--- src/rtl/useq_pkg.sv ---
package useq_pkg;

  localparam int STEP_W = 2;

  typedef enum logic [1:0] {
    PH_FETCH = 2'b00,
    PH_IND   = 2'b01,
    PH_EXEC  = 2'b10,
    PH_INTR  = 2'b11
  } phase_e;

  typedef enum logic [2:0] {
    OP_NOP0  = 3'd0,
    OP_LOAD  = 3'd1,
    OP_ADD   = 3'd2,
    OP_STORE = 3'd3,
    OP_BSA   = 3'd4,
    OP_EI    = 3'd5,
    OP_NOP6  = 3'd6,
    OP_HALT  = 3'd7
  } op_e;

  // index of the final timed step for a phase (and opcode in execute)
  function automatic logic [STEP_W-1:0] final_step(phase_e ph, op_e op);
    logic [STEP_W-1:0] s;
    s = '0;
    case (ph)
      PH_FETCH: s = 2'd3;
      PH_IND:   s = 2'd3;
      PH_INTR:  s = 2'd2;
      default: begin
        case (op)
          OP_LOAD, OP_ADD: s = 2'd3;
          OP_BSA:          s = 2'd2;
          OP_STORE:        s = 2'd1;
          default:         s = 2'd0;
        endcase
      end
    endcase
    return s;
  endfunction

endpackage

--- src/rtl/useq_add.sv ---
module useq_add #(
  parameter int W = 16
) (
  input  logic [W-1:0] a,
  input  logic [W-1:0] b,
  output logic [W-1:0] y
);
  assign y = a + b;
endmodule

--- src/rtl/useq_seq.sv ---
module useq_seq
  import useq_pkg::*;
(
  input  logic              clk,
  input  logic              rst,
  input  op_e               op,
  input  logic              ind_flag,
  input  logic              irq,
  input  logic              ien,
  output phase_e            phase,
  output logic [STEP_W-1:0] step,
  output logic              last,
  output logic              take_intr,
  output logic              halt
);

  phase_e            ph_n;
  logic [STEP_W-1:0] st_n;
  logic              halt_n;
  logic              stop_now;

  always_comb begin
    last      = (step == final_step(phase, op));
    stop_now  = (phase == PH_EXEC) && (op == OP_HALT);
    take_intr = (phase == PH_EXEC) && last && !stop_now && irq && ien;
    ph_n      = phase;
    st_n      = step;
    halt_n    = halt;
    if (halt || stop_now) begin
      halt_n = 1'b1;
    end else if (!last) begin
      st_n = step + 2'd1;
    end else begin
      st_n = '0;
      case (phase)
        PH_FETCH: ph_n = ind_flag ? PH_IND : PH_EXEC;
        PH_IND:   ph_n = PH_EXEC;
        PH_EXEC:  ph_n = take_intr ? PH_INTR : PH_FETCH;
        default:  ph_n = PH_FETCH;
      endcase
    end
  end

  always_ff @(posedge clk) begin
    if (rst) begin
      phase <= PH_FETCH;
      step  <= '0;
      halt  <= 1'b0;
    end else begin
      phase <= ph_n;
      step  <= st_n;
      halt  <= halt_n;
    end
  end

  p_halt_sticky_r9: assert property (@(posedge clk) disable iff (rst)
    halt |=> (halt && $stable(phase) && $stable(step)));

  p_ind_to_exec_r6: assert property (@(posedge clk) disable iff (rst)
    (phase == PH_IND && last) |=> (phase == PH_EXEC && step == '0));

  p_fetch_exit_r2: assert property (@(posedge clk) disable iff (rst)
    (phase == PH_FETCH && last) |=> ((phase == PH_IND || phase == PH_EXEC) && step == '0));

endmodule

--- src/rtl/useq_dp.sv ---
module useq_dp
  import useq_pkg::*;
#(
  parameter int          ADDR_W    = 12,
  parameter int unsigned RESET_PC  = 32'h020,
  parameter int unsigned SAVE_ADDR = 32'h010,
  parameter int unsigned ISR_ADDR  = 32'h011
) (
  input  logic                clk,
  input  logic                rst,
  input  phase_e              phase,
  input  logic [STEP_W-1:0]   step,
  input  logic                take_intr,
  input  logic [ADDR_W+3:0]   mem_rdata,
  output logic [ADDR_W-1:0]   mem_addr,
  output logic [ADDR_W+3:0]   mem_wdata,
  output logic                mem_we,
  output op_e                 op,
  output logic                ind_flag,
  output logic                ien
);

  localparam int WORD_W = ADDR_W + 4;
  localparam int IR_W   = WORD_W - 1;

  logic [ADDR_W-1:0] mar_q;
  logic [WORD_W-1:0] mbr_q;
  logic [ADDR_W-1:0] pc_q;
  logic [IR_W-1:0]   ir_q;
  logic [WORD_W-1:0] r1_q;
  logic [WORD_W-1:0] sum;
  logic [ADDR_W-1:0] ir_addr;
  logic [WORD_W-1:0] pc_word;

  assign op       = op_e'(ir_q[IR_W-1 -: 3]);
  assign ir_addr  = ir_q[ADDR_W-1:0];
  assign ind_flag = mbr_q[WORD_W-1];
  assign pc_word  = {{(WORD_W-ADDR_W){1'b0}}, pc_q};

  useq_add #(.W(WORD_W)) u_add (
    .a (r1_q),
    .b (mbr_q),
    .y (sum)
  );

  always_ff @(posedge clk) begin
    if (rst) begin
      mar_q <= '0;
      mbr_q <= '0;
      pc_q  <= ADDR_W'(RESET_PC);
      ir_q  <= '0;
      r1_q  <= '0;
      ien   <= 1'b0;
    end else begin
      case (phase)
        PH_FETCH: begin
          case (step)
            2'd0: mar_q <= pc_q;
            2'd2: begin
              mbr_q <= mem_rdata;
              pc_q  <= pc_q + ADDR_W'(1);
            end
            2'd3: ir_q <= mbr_q[IR_W-1:0];
            default: ;
          endcase
        end
        PH_IND: begin
          case (step)
            2'd0: mar_q <= ir_addr;
            2'd2: mbr_q <= mem_rdata;
            2'd3: ir_q[ADDR_W-1:0] <= mbr_q[ADDR_W-1:0];
            default: ;
          endcase
        end
        PH_EXEC: begin
          case (op)
            OP_LOAD, OP_ADD: begin
              case (step)
                2'd0: mar_q <= ir_addr;
                2'd2: mbr_q <= mem_rdata;
                2'd3: r1_q  <= (op == OP_ADD) ? sum : mbr_q;
                default: ;
              endcase
            end
            OP_STORE: begin
              if (step == 2'd0) begin
                mar_q <= ir_addr;
                mbr_q <= r1_q;
              end
            end
            OP_BSA: begin
              case (step)
                2'd0: begin
                  mar_q <= ir_addr;
                  mbr_q <= pc_word;
                end
                2'd1: pc_q <= ir_addr;
                2'd2: pc_q <= pc_q + ADDR_W'(1);
                default: ;
              endcase
            end
            OP_EI: ien <= 1'b1;
            default: ;
          endcase
        end
        default: begin
          case (step)
            2'd0: mbr_q <= pc_word;
            2'd1: begin
              mar_q <= ADDR_W'(SAVE_ADDR);
              pc_q  <= ADDR_W'(ISR_ADDR);
            end
            default: ;
          endcase
        end
      endcase
      if (take_intr) ien <= 1'b0;
    end
  end

  always_comb begin
    mem_we = 1'b0;
    if (phase == PH_EXEC && (op == OP_STORE || op == OP_BSA) && step == 2'd1)
      mem_we = 1'b1;
    if (phase == PH_INTR && step == 2'd2)
      mem_we = 1'b1;
  end

  assign mem_addr  = mar_q;
  assign mem_wdata = mbr_q;

  p_we_single_r5: assert property (@(posedge clk) disable iff (rst)
    mem_we |=> !mem_we);

  p_intr_ien_clear_r8: assert property (@(posedge clk) disable iff (rst)
    (phase == PH_INTR) |-> !ien);

  p_ir_hold_exec_r3: assert property (@(posedge clk) disable iff (rst)
    (phase == PH_EXEC && $past(phase) == PH_EXEC) |-> $stable(ir_q));

endmodule

--- src/rtl/useq_cpu.sv ---
module useq_cpu
  import useq_pkg::*;
#(
  parameter int          ADDR_W    = 12,
  parameter int unsigned RESET_PC  = 32'h020,
  parameter int unsigned SAVE_ADDR = 32'h010,
  parameter int unsigned ISR_ADDR  = 32'h011
) (
  input  logic              clk,
  input  logic              rst,
  input  logic              irq,
  output logic [ADDR_W-1:0] mem_addr,
  output logic [ADDR_W+3:0] mem_wdata,
  output logic              mem_we,
  input  logic [ADDR_W+3:0] mem_rdata,
  output logic              halt
);

  phase_e            phase;
  logic [STEP_W-1:0] step;
  logic              last;
  logic              take_intr;
  op_e               op;
  logic              ind_flag;
  logic              ien;

  useq_seq u_seq (
    .clk       (clk),
    .rst       (rst),
    .op        (op),
    .ind_flag  (ind_flag),
    .irq       (irq),
    .ien       (ien),
    .phase     (phase),
    .step      (step),
    .last      (last),
    .take_intr (take_intr),
    .halt      (halt)
  );

  useq_dp #(
    .ADDR_W    (ADDR_W),
    .RESET_PC  (RESET_PC),
    .SAVE_ADDR (SAVE_ADDR),
    .ISR_ADDR  (ISR_ADDR)
  ) u_dp (
    .clk       (clk),
    .rst       (rst),
    .phase     (phase),
    .step      (step),
    .take_intr (take_intr),
    .mem_rdata (mem_rdata),
    .mem_addr  (mem_addr),
    .mem_wdata (mem_wdata),
    .mem_we    (mem_we),
    .op        (op),
    .ind_flag  (ind_flag),
    .ien       (ien)
  );

endmodule

--- config.mk ---
export PLATFORM = sky130hd
export DESIGN_NAME = useq_cpu
export DESIGN_NICKNAME = d
export VERILOG_FILES = /design/src/rtl/useq_pkg.sv /design/src/rtl/useq_add.sv /design/src/rtl/useq_seq.sv /design/src/rtl/useq_dp.sv /design/src/rtl/useq_cpu.sv
export SDC_FILE = /design/constraint.sdc
export NUM_CORES = 1
export LEC_CHECK = 0
export ABC_AREA = 1
export BUFFER_PORTS_ARGS = -buffer_cell sky130_fd_sc_hd__clkbuf_2
export CORE_MARGIN = 2
export CORE_UTILIZATION = 51
export CTS_BUF_LIST = sky130_fd_sc_hd__clkbuf_8 sky130_fd_sc_hd__clkbuf_16
export CTS_CLUSTER_DIAMETER = 30
export DETAILED_ROUTE_END_ITERATION = 10
export PLACE_DENSITY = 0.82
export SLEW_MARGIN = 20
export SYNTH_ARGS = -nofsm -noshare
export SYNTH_HDL_FRONTEND = slang
export SYNTH_SLANG_ARGS = --single-unit
--- constraint.sdc ---
create_clock -name clk -period 1.8 [get_ports clk]
set_clock_uncertainty 0.05 [all_clocks]
set_input_delay 0.27 -clock clk [delete_from_list [all_inputs] [get_ports clk]]
set_output_delay 0.27 -clock clk [all_outputs]
set_load 0.01 [all_outputs]
Yosys cells after proc, flatten, opt, wreduce, memory -nomap -nowiden
Index checks and enable logic that the tools add are counted.
Storage, ports and cells
  register bits after elaboration: 77
  word-level logic and storage cells: 92
Cells by class
  add/subtract/negate cells: 3
  equality and inequality tests: 22
  multiplexer cells: 27
  bitwise logic cells: 2
  reductions and logical operators: 28
Operators with widths (number)
  two-way mux 12 bit: 9
  one-hot mux 12 bit (3 select lines): 2
  two-way mux 16 bit: 4
  one-hot mux 12 bit (2 select lines): 2
  one-hot mux 16 bit (3 select lines): 1
  one-hot mux 16 bit (2 select lines): 1
  adder 16 bit: 1
  adder 12 x 1 -> 12 bit (second input constant): 1
  one-hot mux 2 bit (3 select lines): 2
  == test 3 bit (second input constant): 3
  AND reduction 3 bit: 3
  == test 2 bit (second input constant): 4
  logical AND 1 bit: 8
  != test 2 bit (second input constant): 4
  AND reduction 2 bit: 4
  == test 3 x 2 -> 1 bit (second input constant): 2
  two-way mux 2 bit: 3
  OR reduction 2 bit: 3
  AND reduction 5 bit: 1
  == test 2 x 1 -> 1 bit (second input constant): 2
  zero test 2 bit: 2
  != test 2 x 1 -> 1 bit (second input constant): 2
  != test 4 bit (second input constant): 1
  one-hot mux 2 bit (2 select lines): 1
  13 further kinds: 16

Logic depth before layout (Yosys ltp)
Gate-level depths: netlist of run 1.
  depth in word-level cells: 11
  depth in mapped cells: 13
  mapped depth without buffers: 13

By module
Synthesis of run 1 repeated with hierarchy kept, for this count alone.
Unflattened totals
  cell total of the unflattened synthesis: 1021
  area total of the unflattened synthesis: 5988.2 µm²
Modules (own cells, without submodules)
  useq_dp: times used 1, cells an instance 787, area an instance 4687.0 µm², sequential area each 1441.4 µm²
  useq_add: times used 1, cells an instance 176, area an instance 930.9 µm², sequential area each 0.0 µm²
  useq_seq: times used 1, cells an instance 58, area an instance 370.4 µm², sequential area each 100.1 µm²

Worst setup path after synthesis of run 1
OpenSTA, ideal clock, no wires.
  kind: reg2reg
  start point: register u_dp.mbr_q[0] (netlist: u_dp.mem_wdata[0])
  end point: register u_dp.r1_q[8]
  library setup time: 0.122 ns
  arrival time: 1.790 ns
  data required time: 1.628 ns
  slack: -0.161 ns
  cell stages (with the launch flop): 9
  buffers on the path: 0
  clock period less this slack: 1.961 ns
  cells stage by stage: dfxtp_1 ha_1 inv_1 fa_1 o21ai_0 a21oi_1 and2_1 o21ai_0 a21oi_1
On the way
  word-level cells in the longest chain between the ends: 2
RTL lines
  start: declaration: line useq_dp.sv:27  | logic [WORD_W-1:0] mbr_q;
  start signal: assignment: line useq_dp.sv:60  | mbr_q <= mem_rdata;
  start signal: assignment: line useq_dp.sv:70  | 2'd2: mbr_q <= mem_rdata;
  start signal: assignment: line useq_dp.sv:80  | 2'd2: mbr_q <= mem_rdata;
  adder 16 bit: line useq_add.sv:8  | assign y = a + b;
  two-way mux 16 bit: line useq_dp.sv:81  | 2'd3: r1_q <= (op == OP_ADD) ? sum : mbr_q;
  end signal: assignment: line useq_dp.sv:81
  end: declaration: line useq_dp.sv:30  | logic [WORD_W-1:0] r1_q;
No other way between the ends.
A chain may end at the register's enable or synchronous reset.

Final worst setup path of run 1
  start point: register u_seq.phase[0]
  end point: register u_seq.phase[0]
On the way
  word-level cells in the longest chain between the ends: 10
RTL lines
  start: declaration: line useq_seq.sv:10  | output phase_e phase,
  start signal: assignment: line useq_seq.sv:50  | phase <= ph_n;
  == test 2 x 1 -> 1 bit or zero test 2 bit (tied branches): line useq_pkg.sv:27, useq_seq.sv:35
  OR reduction 2 bit (no source line)
  one-hot mux 2 bit (2 select lines): line useq_pkg.sv:27  | case (ph)
  == test 2 bit: line useq_seq.sv:23  | last = (step == final_step(phase, op));
  logical AND 1 bit (4 in series): line useq_seq.sv:25  | take_intr = (phase == PH_EXEC) && last && !stop_now && irq && ien;
  two-way mux 2 bit: line useq_seq.sv:38  | PH_EXEC: ph_n = take_intr ? PH_INTR : PH_FETCH;
  one-hot mux 2 bit (3 select lines): line useq_seq.sv:35  | case (phase)
Several ways; a longest one is shown, not always the timed one.

==> results of run 1 <==
-- logic make-up (layout without fill, tap and decap cells) --
logic type	after synthesis	in the layout
muxes	1	1
buffers and inverters	147	247
xor gates and xnor gates	2	2
AOI/OAI and AO/OA	266	266
and+or+nand+nor	367	367
DFF	77	77
adders and majority gates	26	26
-- worst paths after layout --
check | endpoint | startpoint | depth (start not counted) | slack [ns]
worst min-delay path | u_dp.ien$_SDFFE_PP0P_ | irq | 4 | 0.21
worst max register to register | u_seq.phase[0]$_SDFFE_PP0P_ | u_seq.phase[0]$_SDFFE_PP0P_ | 12 | -0.14
worst max-delay path | u_seq.phase[0]$_SDFFE_PP0P_ | u_seq.phase[0]$_SDFFE_PP0P_ | 12 | -0.14
worst min register to register | u_dp.mem_addr[3]$_SDFFE_PP0P_ | u_dp.mem_addr[3]$_SDFFE_PP0P_ | 2 | 0.42
-- power breakdown --
part,total [mW],switching (mW),leakage (nW),internal (mW)
clock,1.48,0.700,0.111,0.776
combinational,6.19,3.63,2.30,2.55
sequential,2.48,0.382,0.635,2.10
total,10.1,4.72,3.04,5.43
-- per-layer routing --
metal	wire, um	share of wire [%]
met2	8390	46
met4	604	3.3
met5	0	0
met3	1340	7.4
met1	7740	43
-- critical path: stages, from the launching register on --
cell                      delay (ns)
sky130_fd_sc_hd__dfxtp_4        0.40
sky130_fd_sc_hd__inv_4          0.05
sky130_fd_sc_hd__ha_4           0.17
sky130_fd_sc_hd__nor2_4         0.13
sky130_fd_sc_hd__buf_4          0.13
sky130_fd_sc_hd__nand2_2        0.10
sky130_fd_sc_hd__nand3_1        0.15
sky130_fd_sc_hd__nand2_2        0.08
sky130_fd_sc_hd__nor2_4         0.15
sky130_fd_sc_hd__nand2_2        0.10
sky130_fd_sc_hd__nor2_2         0.10
sky130_fd_sc_hd__nand2_1        0.07
sky130_fd_sc_hd__a21oi_2        0.16
-- cell type report --
class | count | area (um2) | share of cell area, %
multi-input combinational | 662 | 3740 | 53.3
tap | 140 | 175 | 2.49
inverter | 104 | 413 | 5.88
sequential | 77 | 1570 | 22.4
clock inverter | 7 | 90.1 | 1.28
timing repair buffer | 127 | 911 | 13.0
clock buffer | 9 | 124 | 1.76
-- placed cells by master (no fill, tap or decap), types with 20 or more instances in the layout --
| cell | count |
|---|---|
| sky130_fd_sc_hd__nand2_1 | 230 |
| sky130_fd_sc_hd__a21oi_1 | 115 |
| sky130_fd_sc_hd__inv_1 | 88 |
| sky130_fd_sc_hd__o21ai_0 | 81 |
| sky130_fd_sc_hd__buf_4 | 70 |
| sky130_fd_sc_hd__dfxtp_1 | 56 |
| sky130_fd_sc_hd__clkbuf_2 | 47 |
| sky130_fd_sc_hd__nand3_1 | 45 |
| sky130_fd_sc_hd__nor2_1 | 32 |
| sky130_fd_sc_hd__o21ai_1 | 26 |
| sky130_fd_sc_hd__dfxtp_2 | 20 |
-- per-stage QoR --
stage,total power [mW],utilization (%),instance area (um2),setup TNS (ns),worst slack [ns]
4_1_cts,9.30,61.9,6620,-0.0000205,-0.0000205
3_3_place_gp,7.42,58.4,6250,-1.94,-0.158
6_report,10.1,65.7,7030,-0.295,-0.136
3_5_place_dp,7.53,58.4,6250,-1.40,-0.170
5_1_grt,10.8,65.7,7030,-1.36,-0.223
2_1_floorplan,5.77,-,5530,0,0.0192
-- sequential cells by signal, indices dropped and copies added (netlist names) --
name / flops
u_dp.ien: 1
u_dp.mem_addr: 12
u_seq.step: 2
u_dp.pc_q: 12
u_dp.ir_q: 15
u_seq.phase: 2
u_dp.mem_wdata: 16
u_dp.r1_q: 16
u_seq.halt: 1
-- what timing repair did --
item	CTS	global route
setup buffers	8	5
pin swaps	5	15
resized for setup	29	96
endpoints found under the setup margin	39	67
hold buffers	0	0
==> report_table.html, run 1 <==
<table>
<tr><th>Metric</th><th>Value</th></tr>
<tr><th colspan="2">Drt</th></tr>
<tr><td>Final antenna-violating net count</td><td>0</td></tr>
<tr><td>Detailed-router iteration count before antenna repair</td><td>5</td></tr>
<tr><td>Routed len/inst</td><td>16.0 um</td></tr>
<tr><td>Initial detailed-routing violation count</td><td>575</td></tr>
<tr><td>WL final</td><td>18100 um</td></tr>
<tr><td>Vias after detailed routing</td><td>6445</td></tr>
<tr><td>DRC viols</td><td>0</td></tr>
<tr><td>Via density per instance</td><td>5.72</td></tr>
<tr><th colspan="2">Synth</th></tr>
<tr><td>Compound-gate portion of the synthesized area</td><td>25.7%</td></tr>
<tr><td>Synth Flop Type</td><td>sky130_fd_sc_hd__dfxtp_1</td></tr>
<tr><td>Synth top area share</td><td>27.9%</td></tr>
<tr><td>Yosys synthesis warning count</td><td>0</td></tr>
<tr><td>Unique cell type count in the Yosys netlist</td><td>46</td></tr>
<tr><td>Post-synth ARST share</td><td>0%</td></tr>
<tr><td>Ranking of synthesized cells by area</td><td>sky130_fd_sc_hd__dfxtp_1 28%, sky130_fd_sc_hd__nand2_1 16%, sky130_fd_sc_hd__a21oi_1 11%</td></tr>
<tr><td>Largest family of logic cells by synthesized area</td><td>simple AND/OR/NAND/NOR gates</td></tr>
<tr><td>Synth Register Bits</td><td>77</td></tr>
<tr><td>Post-synthesis simple-gate area fraction</td><td>28.4%</td></tr>
<tr><td>Mean area per synthesized cell</td><td>6.24 um2</td></tr>
<tr><td>Count of mapped cells out of synthesis</td><td>886</td></tr>
<tr><td>Share of synthesized cell area in full adder, half adder and majority cells</td><td>6.02%</td></tr>
<tr><td>Share of cell area taken by muxes after synthesis</td><td>0.181%</td></tr>
<tr><td>Commonest cells in the synthesized netlist</td><td>241 x sky130_fd_sc_hd__nand2_1, 124 x sky130_fd_sc_hd__a21oi_1, 95 x sky130_fd_sc_hd__inv_1</td></tr>
<tr><td>Synth Area in XOR/XNOR</td><td>0.317%</td></tr>
<tr><td>EDFF count, synth</td><td>0</td></tr>
<tr><td>Leading cell type by number of instances after synthesis</td><td>sky130_fd_sc_hd__nand2_1</td></tr>
<tr><td>Fraction of the yosys area taken by sequential cells</td><td>27.9%</td></tr>
<tr><td>Top cell type by total area after synthesis</td><td>sky130_fd_sc_hd__dfxtp_1</td></tr>
<tr><td>Nets in the synthesized netlist</td><td>931</td></tr>
<tr><td>Area of the mapped netlist</td><td>0.00553 mm2</td></tr>
<tr><th colspan="2">GRT</th></tr>
<tr><td>Global route overflow</td><td>0</td></tr>
<tr><td>Largest net degree at the start of global routing</td><td>39</td></tr>
<tr><td>Layer carrying the most global-route usage</td><td>met2</td></tr>
<tr><td>Wire length of the first global-routing pass</td><td>27300 um</td></tr>
<tr><td>Met1 demand-to-capacity share in global routing</td><td>40.0%</td></tr>
<tr><td>Met3 Usage GRT</td><td>4.46%</td></tr>
<tr><td>Global routing met2 resource utilization</td><td>46.4%</td></tr>
<tr><td>Number of antenna violations at the first check in global routing</td><td>0</td></tr>
<tr><td>Total global routing track utilization</td><td>29.8%</td></tr>
<tr><td>Number of global-route vias before repair</td><td>5676</td></tr>
<tr><th colspan="2">Place</th></tr>
<tr><td>Half-perimeter wire length after detailed placement</td><td>12500 um</td></tr>
<tr><td>Cell count after placement</td><td>1097</td></tr>
<tr><td>Routability congestion estimate from global placement</td><td>1.01</td></tr>
<tr><td>IO buf count</td><td>48</td></tr>
<tr><th colspan="2">Layout</th></tr>
<tr><td>Fill count</td><td>961</td></tr>
<tr><td>Final instance count without filler cells</td><td>1126</td></tr>
<tr><td>Post-layout nets</td><td>1026</td></tr>
<tr><td>Share of final-layout standard cells stronger than drive strength 1</td><td>27.1%</td></tr>
<tr><td>Synthesis-to-finish area growth</td><td>27.2%</td></tr>
<tr><td>Number of antenna diodes</td><td>0</td></tr>
<tr><th colspan="2">Timing</th></tr>
<tr><td>Actual transition at the worst max-transition pin</td><td>0.793 ns</td></tr>
<tr><td>Max Freq</td><td>517 MHz</td></tr>
<tr><td>Minimum period implied by the final worst setup slack</td><td>1.94 ns</td></tr>
<tr><td>Slack of the critical path</td><td>-0.136 ns</td></tr>
<tr><td>Number of max-slew violations in the final report</td><td>0</td></tr>
<tr><td>Endpoints failing setup</td><td>4</td></tr>
<tr><td>Hold violation total from the final report</td><td>0</td></tr>
<tr><td>Final clock period utilization by the worst path</td><td>108%</td></tr>
<tr><td>Unrepaired setup endpoints after global routing</td><td>yes</td></tr>
<tr><td>WHS</td><td>0.209 ns</td></tr>
<tr><td>Relative slew margins</td><td>47.1%</td></tr>
<tr><th colspan="2">Critical path</th></tr>
<tr><td>CP Class</td><td>reg -&gt; reg</td></tr>
<tr><td>Type of element capturing the critical path</td><td>register</td></tr>
<tr><td>Critical path peak fanout</td><td>4</td></tr>
<tr><td>Required time at the endpoint of the critical path</td><td>2.06 ns</td></tr>
<tr><td>Category of the worst setup path launch point</td><td>register</td></tr>
<tr><td>Arrival time of data at the critical path endpoint</td><td>2.20 ns</td></tr>
<tr><th colspan="2">CTS</th></tr>
<tr><td>Clock Tree Buf Depth</td><td>2</td></tr>
<tr><td>H-tree depth</td><td>3</td></tr>
<tr><td>TritonCTS buffer count</td><td>9</td></tr>
<tr><td>Clock insertion delay at the later pin of the skew report</td><td>0.39 ns</td></tr>
<tr><td>CTS tree</td><td>done</td></tr>
<tr><td>Clock sink count</td><td>77</td></tr>
<tr><td>Clock-pin slew reported for the worst setup and hold paths after clock tree synthesis</td><td>0.10 ns</td></tr>
<tr><td>Cell at the root of the clock tree</td><td>sky130_fd_sc_hd__clkbuf_8</td></tr>
<tr><th colspan="2">Floorplanning</th></tr>
<tr><td>Die height</td><td>108 um</td></tr>
<tr><td>Number of core rows</td><td>38</td></tr>
<tr><td>Starting density of the core</td><td>51.6%</td></tr>
<tr><td>Width of the chip</td><td>108 um</td></tr>
<tr><td>Top-level I/O count</td><td>49</td></tr>
<tr><td>Total core area</td><td>0.0107 mm2</td></tr>
<tr><td>Area of the die</td><td>0.0117 mm2</td></tr>
<tr><th colspan="2">Status</th></tr>
<tr><td>Failing checks</td><td>negative setup slack</td></tr>
<tr><td>Outcome</td><td>finished with violations</td></tr>
<tr><th colspan="2">Power</th></tr>
<tr><td>Worst-case vdd ir drop</td><td>763 uV</td></tr>
<tr><td>Pwr Density</td><td>1440 mW/mm2</td></tr>
<tr><td>Leak Pwr</td><td>3.04 nW</td></tr>
<tr><th colspan="2">Job</th></tr>
<tr><td>Max-cap viol count</td><td>0</td></tr>
<tr><th colspan="2">Hold path</th></tr>
<tr><td>Path type of the worst min-delay path</td><td>in -&gt; reg</td></tr>
</table>
Power figures use the tool's default switching activity.
==> run 2: changes to the inputs <==
- SKIP_LAST_GASP: default -> 1
==> run 2 against run 1 <==
  * The run still ends with negative setup slack left
  * Flip-flop and latch count unchanged
  * Via count down 0.61%
  * Cell count unchanged
  * Wire length down 0.15%
  * First-iteration DRC count down 9.7%
  * Utilization down 0.23 points
  * Global-route usage unchanged
  * Sequential share of layout area up 0.080 points
  * Combinational power about the same
  * Cell area down 0.36%
  * Power down 0.38%
  * Worst setup slack worse by 0.022 ns
  * Critical endpoint unchanged
  * Largest power group unchanged
  * Highest routed layer unchanged
==> report_table.html, run 2 (same netlist as run 1, synthesis figures left out) <==
<table>
<tr><th>Metric</th><th>Value</th></tr>
<tr><th colspan="2">CTS</th></tr>
<tr><td>Clock sink count</td><td>77</td></tr>
<tr><td>H-tree depth</td><td>3</td></tr>
<tr><td>TritonCTS buffer count</td><td>9</td></tr>
<tr><td>Clock insertion delay at the later pin of the skew report</td><td>0.39 ns</td></tr>
<tr><td>Post-CTS Hold Fix Bufs</td><td>0</td></tr>
<tr><td>Cell at the root of the clock tree</td><td>sky130_fd_sc_hd__clkbuf_8</td></tr>
<tr><td>Clock Tree Buf Depth</td><td>2</td></tr>
<tr><td>Clock-pin slew reported for the worst setup and hold paths after clock tree synthesis</td><td>0.09 ns</td></tr>
<tr><td>CTS tree</td><td>done</td></tr>
<tr><th colspan="2">Drt</th></tr>
<tr><td>Vias after detailed routing</td><td>6406</td></tr>
<tr><td>Initial detailed-routing violation count</td><td>519</td></tr>
<tr><td>Met2 wire len</td><td>8310 um</td></tr>
<tr><td>Via density per instance</td><td>5.69</td></tr>
<tr><td>Routed len/inst</td><td>16.0 um</td></tr>
<tr><td>Detailed-router iteration count before antenna repair</td><td>5</td></tr>
<tr><td>Final antenna-violating net count</td><td>0</td></tr>
<tr><td>WL final</td><td>18000 um</td></tr>
<tr><td>DRC viols</td><td>0</td></tr>
<tr><td>Uppermost routed layer</td><td>met4</td></tr>
<tr><td>Wl on met1</td><td>7720 um</td></tr>
<tr><td>Met3 layer wire length in the routed design</td><td>1410 um</td></tr>
<tr><th colspan="2">Place</th></tr>
<tr><td>Cell count after placement</td><td>1097</td></tr>
<tr><td>Routability congestion estimate from global placement</td><td>1.01</td></tr>
<tr><td>IO buf count</td><td>48</td></tr>
<tr><td>Half-perimeter wire length after detailed placement</td><td>12500 um</td></tr>
<tr><td>Post-DP Area</td><td>0.00625 mm2</td></tr>
<tr><th colspan="2">Timing</th></tr>
<tr><td>Slack of the critical path</td><td>-0.158 ns</td></tr>
<tr><td>Relative slew margins</td><td>46.8%</td></tr>
<tr><td>Actual transition at the worst max-transition pin</td><td>0.797 ns</td></tr>
<tr><td>Max Freq</td><td>511 MHz</td></tr>
<tr><td>Endpoints failing setup</td><td>4</td></tr>
<tr><td>Number of max-slew violations in the final report</td><td>0</td></tr>
<tr><td>Minimum period implied by the final worst setup slack</td><td>1.96 ns</td></tr>
<tr><td>Final clock period utilization by the worst path</td><td>109%</td></tr>
<tr><td>Hold violation total from the final report</td><td>0</td></tr>
<tr><td>Unrepaired setup endpoints after global routing</td><td>yes</td></tr>
<tr><td>WHS</td><td>0.213 ns</td></tr>
<tr><th colspan="2">Job</th></tr>
<tr><td>Max-cap viol count</td><td>0</td></tr>
<tr><th colspan="2">Critical path</th></tr>
<tr><td>Cell breakdown of the critical path</td><td>inv_4 &gt; ha_4 &gt; nor2_4 &gt; buf_4 &gt; nand2_2 &gt; nand3_1 &gt; nand2_2 &gt; nor2_4 &gt; nand2_2 &gt; nor2_2 &gt; nand2_1 &gt; a21oi_2</td></tr>
<tr><td>Worst R2R Start</td><td>u_seq.phase[0]$_SDFFE_PP0P_</td></tr>
<tr><td>Cell occurring most often along the worst timing path</td><td>sky130_fd_sc_hd__nand2_2</td></tr>
<tr><td>Worst setup slack for register-to-register paths</td><td>-0.16 ns</td></tr>
<tr><td>Cell at the slowest stage of the critical path</td><td>sky130_fd_sc_hd__dfxtp_4</td></tr>
<tr><td>Required time at the endpoint of the critical path</td><td>2.06 ns</td></tr>
<tr><td>Gate family responsible for the most delay along the worst path</td><td>simple AND/OR/NAND/NOR gates</td></tr>
<tr><td>Type of element capturing the critical path</td><td>register</td></tr>
<tr><td>Category of the worst setup path launch point</td><td>register</td></tr>
<tr><td>Worst path buffer plus inverter count</td><td>2</td></tr>
<tr><td>CP Class</td><td>reg -&gt; reg</td></tr>
<tr><td>Arrival time of data at the critical path endpoint</td><td>2.22 ns</td></tr>
<tr><td>Critical path peak fanout</td><td>4</td></tr>
<tr><td>Destination of the worst register-to-register timing path</td><td>u_seq.phase[0]$_SDFFE_PP0P_</td></tr>
<tr><td>R2R depth</td><td>12</td></tr>
<tr><td>Delay of the slowest cell on the worst path</td><td>0.40 ns</td></tr>
<tr><th colspan="2">Layout</th></tr>
<tr><td>Multi-input logic area</td><td>0.00372 mm2</td></tr>
<tr><td>Synthesis-to-finish area growth</td><td>26.7%</td></tr>
<tr><td>Commonest non-fill, non-tap cell in the layout</td><td>sky130_fd_sc_hd__nand2_1</td></tr>
<tr><td>FF/Latch Area</td><td>0.00157 mm2</td></tr>
<tr><td>Final instance count without filler cells</td><td>1126</td></tr>
<tr><td>Number of antenna diodes</td><td>0</td></tr>
<tr><td>Fill count</td><td>964</td></tr>
<tr><td>Most used cells in the layout excluding fill and tap cells</td><td>232 x sky130_fd_sc_hd__nand2_1, 115 x sky130_fd_sc_hd__a21oi_1, 89 x sky130_fd_sc_hd__inv_1</td></tr>
<tr><td>Layout Cell Area excl Fill</td><td>0.00700 mm2</td></tr>
<tr><td>Post-layout nets</td><td>1026</td></tr>
<tr><td>Final Util</td><td>65.4%</td></tr>
<tr><td>Share of final-layout standard cells stronger than drive strength 1</td><td>26.6%</td></tr>
<tr><th colspan="2">Hold path</th></tr>
<tr><td>Hold path startpoint</td><td>irq</td></tr>
<tr><td>Worst min-delay path endpoint</td><td>u_dp.ien$_SDFFE_PP0P_</td></tr>
<tr><td>Path type of the worst min-delay path</td><td>in -&gt; reg</td></tr>
<tr><td>Number of instances on the worst hold path</td><td>4</td></tr>
<tr><th colspan="2">Floorplanning</th></tr>
<tr><td>Top-level I/O count</td><td>49</td></tr>
<tr><td>Width of the chip</td><td>108 um</td></tr>
<tr><td>Die height</td><td>108 um</td></tr>
<tr><td>Total core area</td><td>0.0107 mm2</td></tr>
<tr><td>Number of core rows</td><td>38</td></tr>
<tr><td>Starting density of the core</td><td>51.6%</td></tr>
<tr><td>Area of the die</td><td>0.0117 mm2</td></tr>
<tr><th colspan="2">Status</th></tr>
<tr><td>Failing checks</td><td>negative setup slack</td></tr>
<tr><td>Outcome</td><td>finished with violations</td></tr>
<tr><th colspan="2">GRT</th></tr>
<tr><td>Number of antenna violations at the first check in global routing</td><td>0</td></tr>
<tr><td>Largest net degree at the start of global routing</td><td>39</td></tr>
<tr><td>Global route overflow</td><td>0</td></tr>
<tr><td>Number of global-route vias before repair</td><td>5676</td></tr>
<tr><td>Total global routing track utilization</td><td>29.8%</td></tr>
<tr><td>Wire length of the first global-routing pass</td><td>27300 um</td></tr>
<tr><th colspan="2">Power</th></tr>
<tr><td>Worst-case vdd ir drop</td><td>762 uV</td></tr>
<tr><td>Leak Pwr</td><td>3.03 nW</td></tr>
<tr><td>Pwr Density</td><td>1440 mW/mm2</td></tr>
</table>
run 2: changes by cell type in the layout (fill, tap and decap cells not counted):
cell,previous run,this run
sky130_fd_sc_hd__inv_1,88,89
sky130_fd_sc_hd__nand2_4,3,2
sky130_fd_sc_hd__ha_4,17,16
sky130_fd_sc_hd__nand2_2,18,17
sky130_fd_sc_hd__ha_2,3,2
sky130_fd_sc_hd__ha_1,5,7
sky130_fd_sc_hd__nand2_1,230,232
sky130_fd_sc_hd__inv_2,9,8
run 2: area by class of cell:
type	instances	area share (%)
clock buffers	9	1.77
clock inverters	7	1.29
repair buffers	127	13.0
multi-input cells	662	53.1
well taps	140	2.50
inverters	104	5.90
flip-flops and latches	77	22.4
run 2: repair_timing:
action / in CTS / in global routing
setup endpoints to repair: 39 / 67
resized for setup: 29 / 90
setup buffers: 8 / 5
pin swaps: 5 / 14
run 2: worst max path at each step:
| stage | from | to | slack [ns] | cells after the start |
|---|---|---|---|---|
| after floorplan | u_seq.phase[0]$_SDFFE_PP0P_ | u_dp.mem_addr[10]$_SDFFE_PP0P_ | 0.02 | 10 |
| after global placement | u_seq.phase[0]$_SDFFE_PP0P_ | u_dp.ir_q[6]$_SDFFE_PP0P_ | -0.16 | 6 |
| after detailed placement | u_seq.phase[0]$_SDFFE_PP0P_ | u_dp.pc_q[5]$_SDFFE_PP1P_ | -0.17 | 11 |
| after CTS | u_seq.step[1]$_SDFFE_PP0N_ | mem_we | -0.00002 | 5 |
| after global routing | u_seq.phase[0]$_SDFFE_PP0P_ | u_seq.phase[0]$_SDFFE_PP0P_ | -0.22 | 12 |
| final | u_seq.phase[0]$_SDFFE_PP0P_ | u_seq.phase[0]$_SDFFE_PP0P_ | -0.16 | 12 |
run 2: worst reg2reg max path, cell delays in order (launching register included):
cell and delay (ns):
sky130_fd_sc_hd__dfxtp_4 0.40, sky130_fd_sc_hd__inv_4 0.06, sky130_fd_sc_hd__ha_4 0.17, sky130_fd_sc_hd__nor2_4 0.13, sky130_fd_sc_hd__buf_4 0.14, sky130_fd_sc_hd__nand2_2 0.10
sky130_fd_sc_hd__nand3_1 0.16, sky130_fd_sc_hd__nand2_2 0.08, sky130_fd_sc_hd__nor2_4 0.15, sky130_fd_sc_hd__nand2_2 0.09, sky130_fd_sc_hd__nor2_2 0.10, sky130_fd_sc_hd__nand2_1 0.08
sky130_fd_sc_hd__a21oi_2 0.17
run 2: power breakdown:
group	leakage [nW]	switching [mW]	internal, mW
Combinational	2.29	3.62	2.54
Sequential	0.635	0.379	2.10
Clock	0.111	0.698	0.776
Total	3.03	4.70	5.41
run 2: metal layers:
| metal | track usage, % | vias to the layer above |
|---|---|---|
| li1 | - | 3117 |
| met4 | 15.2 | 0 |
| met3 | 4.46 | 48 |
| met1 | 40.0 | 2943 |
| met5 | 0 | - |
| met2 | 46.4 | 298 |
run 2: through the flow:
step	TNS (ns)	power [mW]	worst slack [ns]
after floorplan	0	5.77	0.0192
after global placement	-1.94	7.42	-0.158
after detailed placement	-1.40	7.53	-0.170
after CTS	-0.0000205	9.30	-0.0000205
after global routing	-1.44	10.8	-0.223
final	-0.338	10.1	-0.158
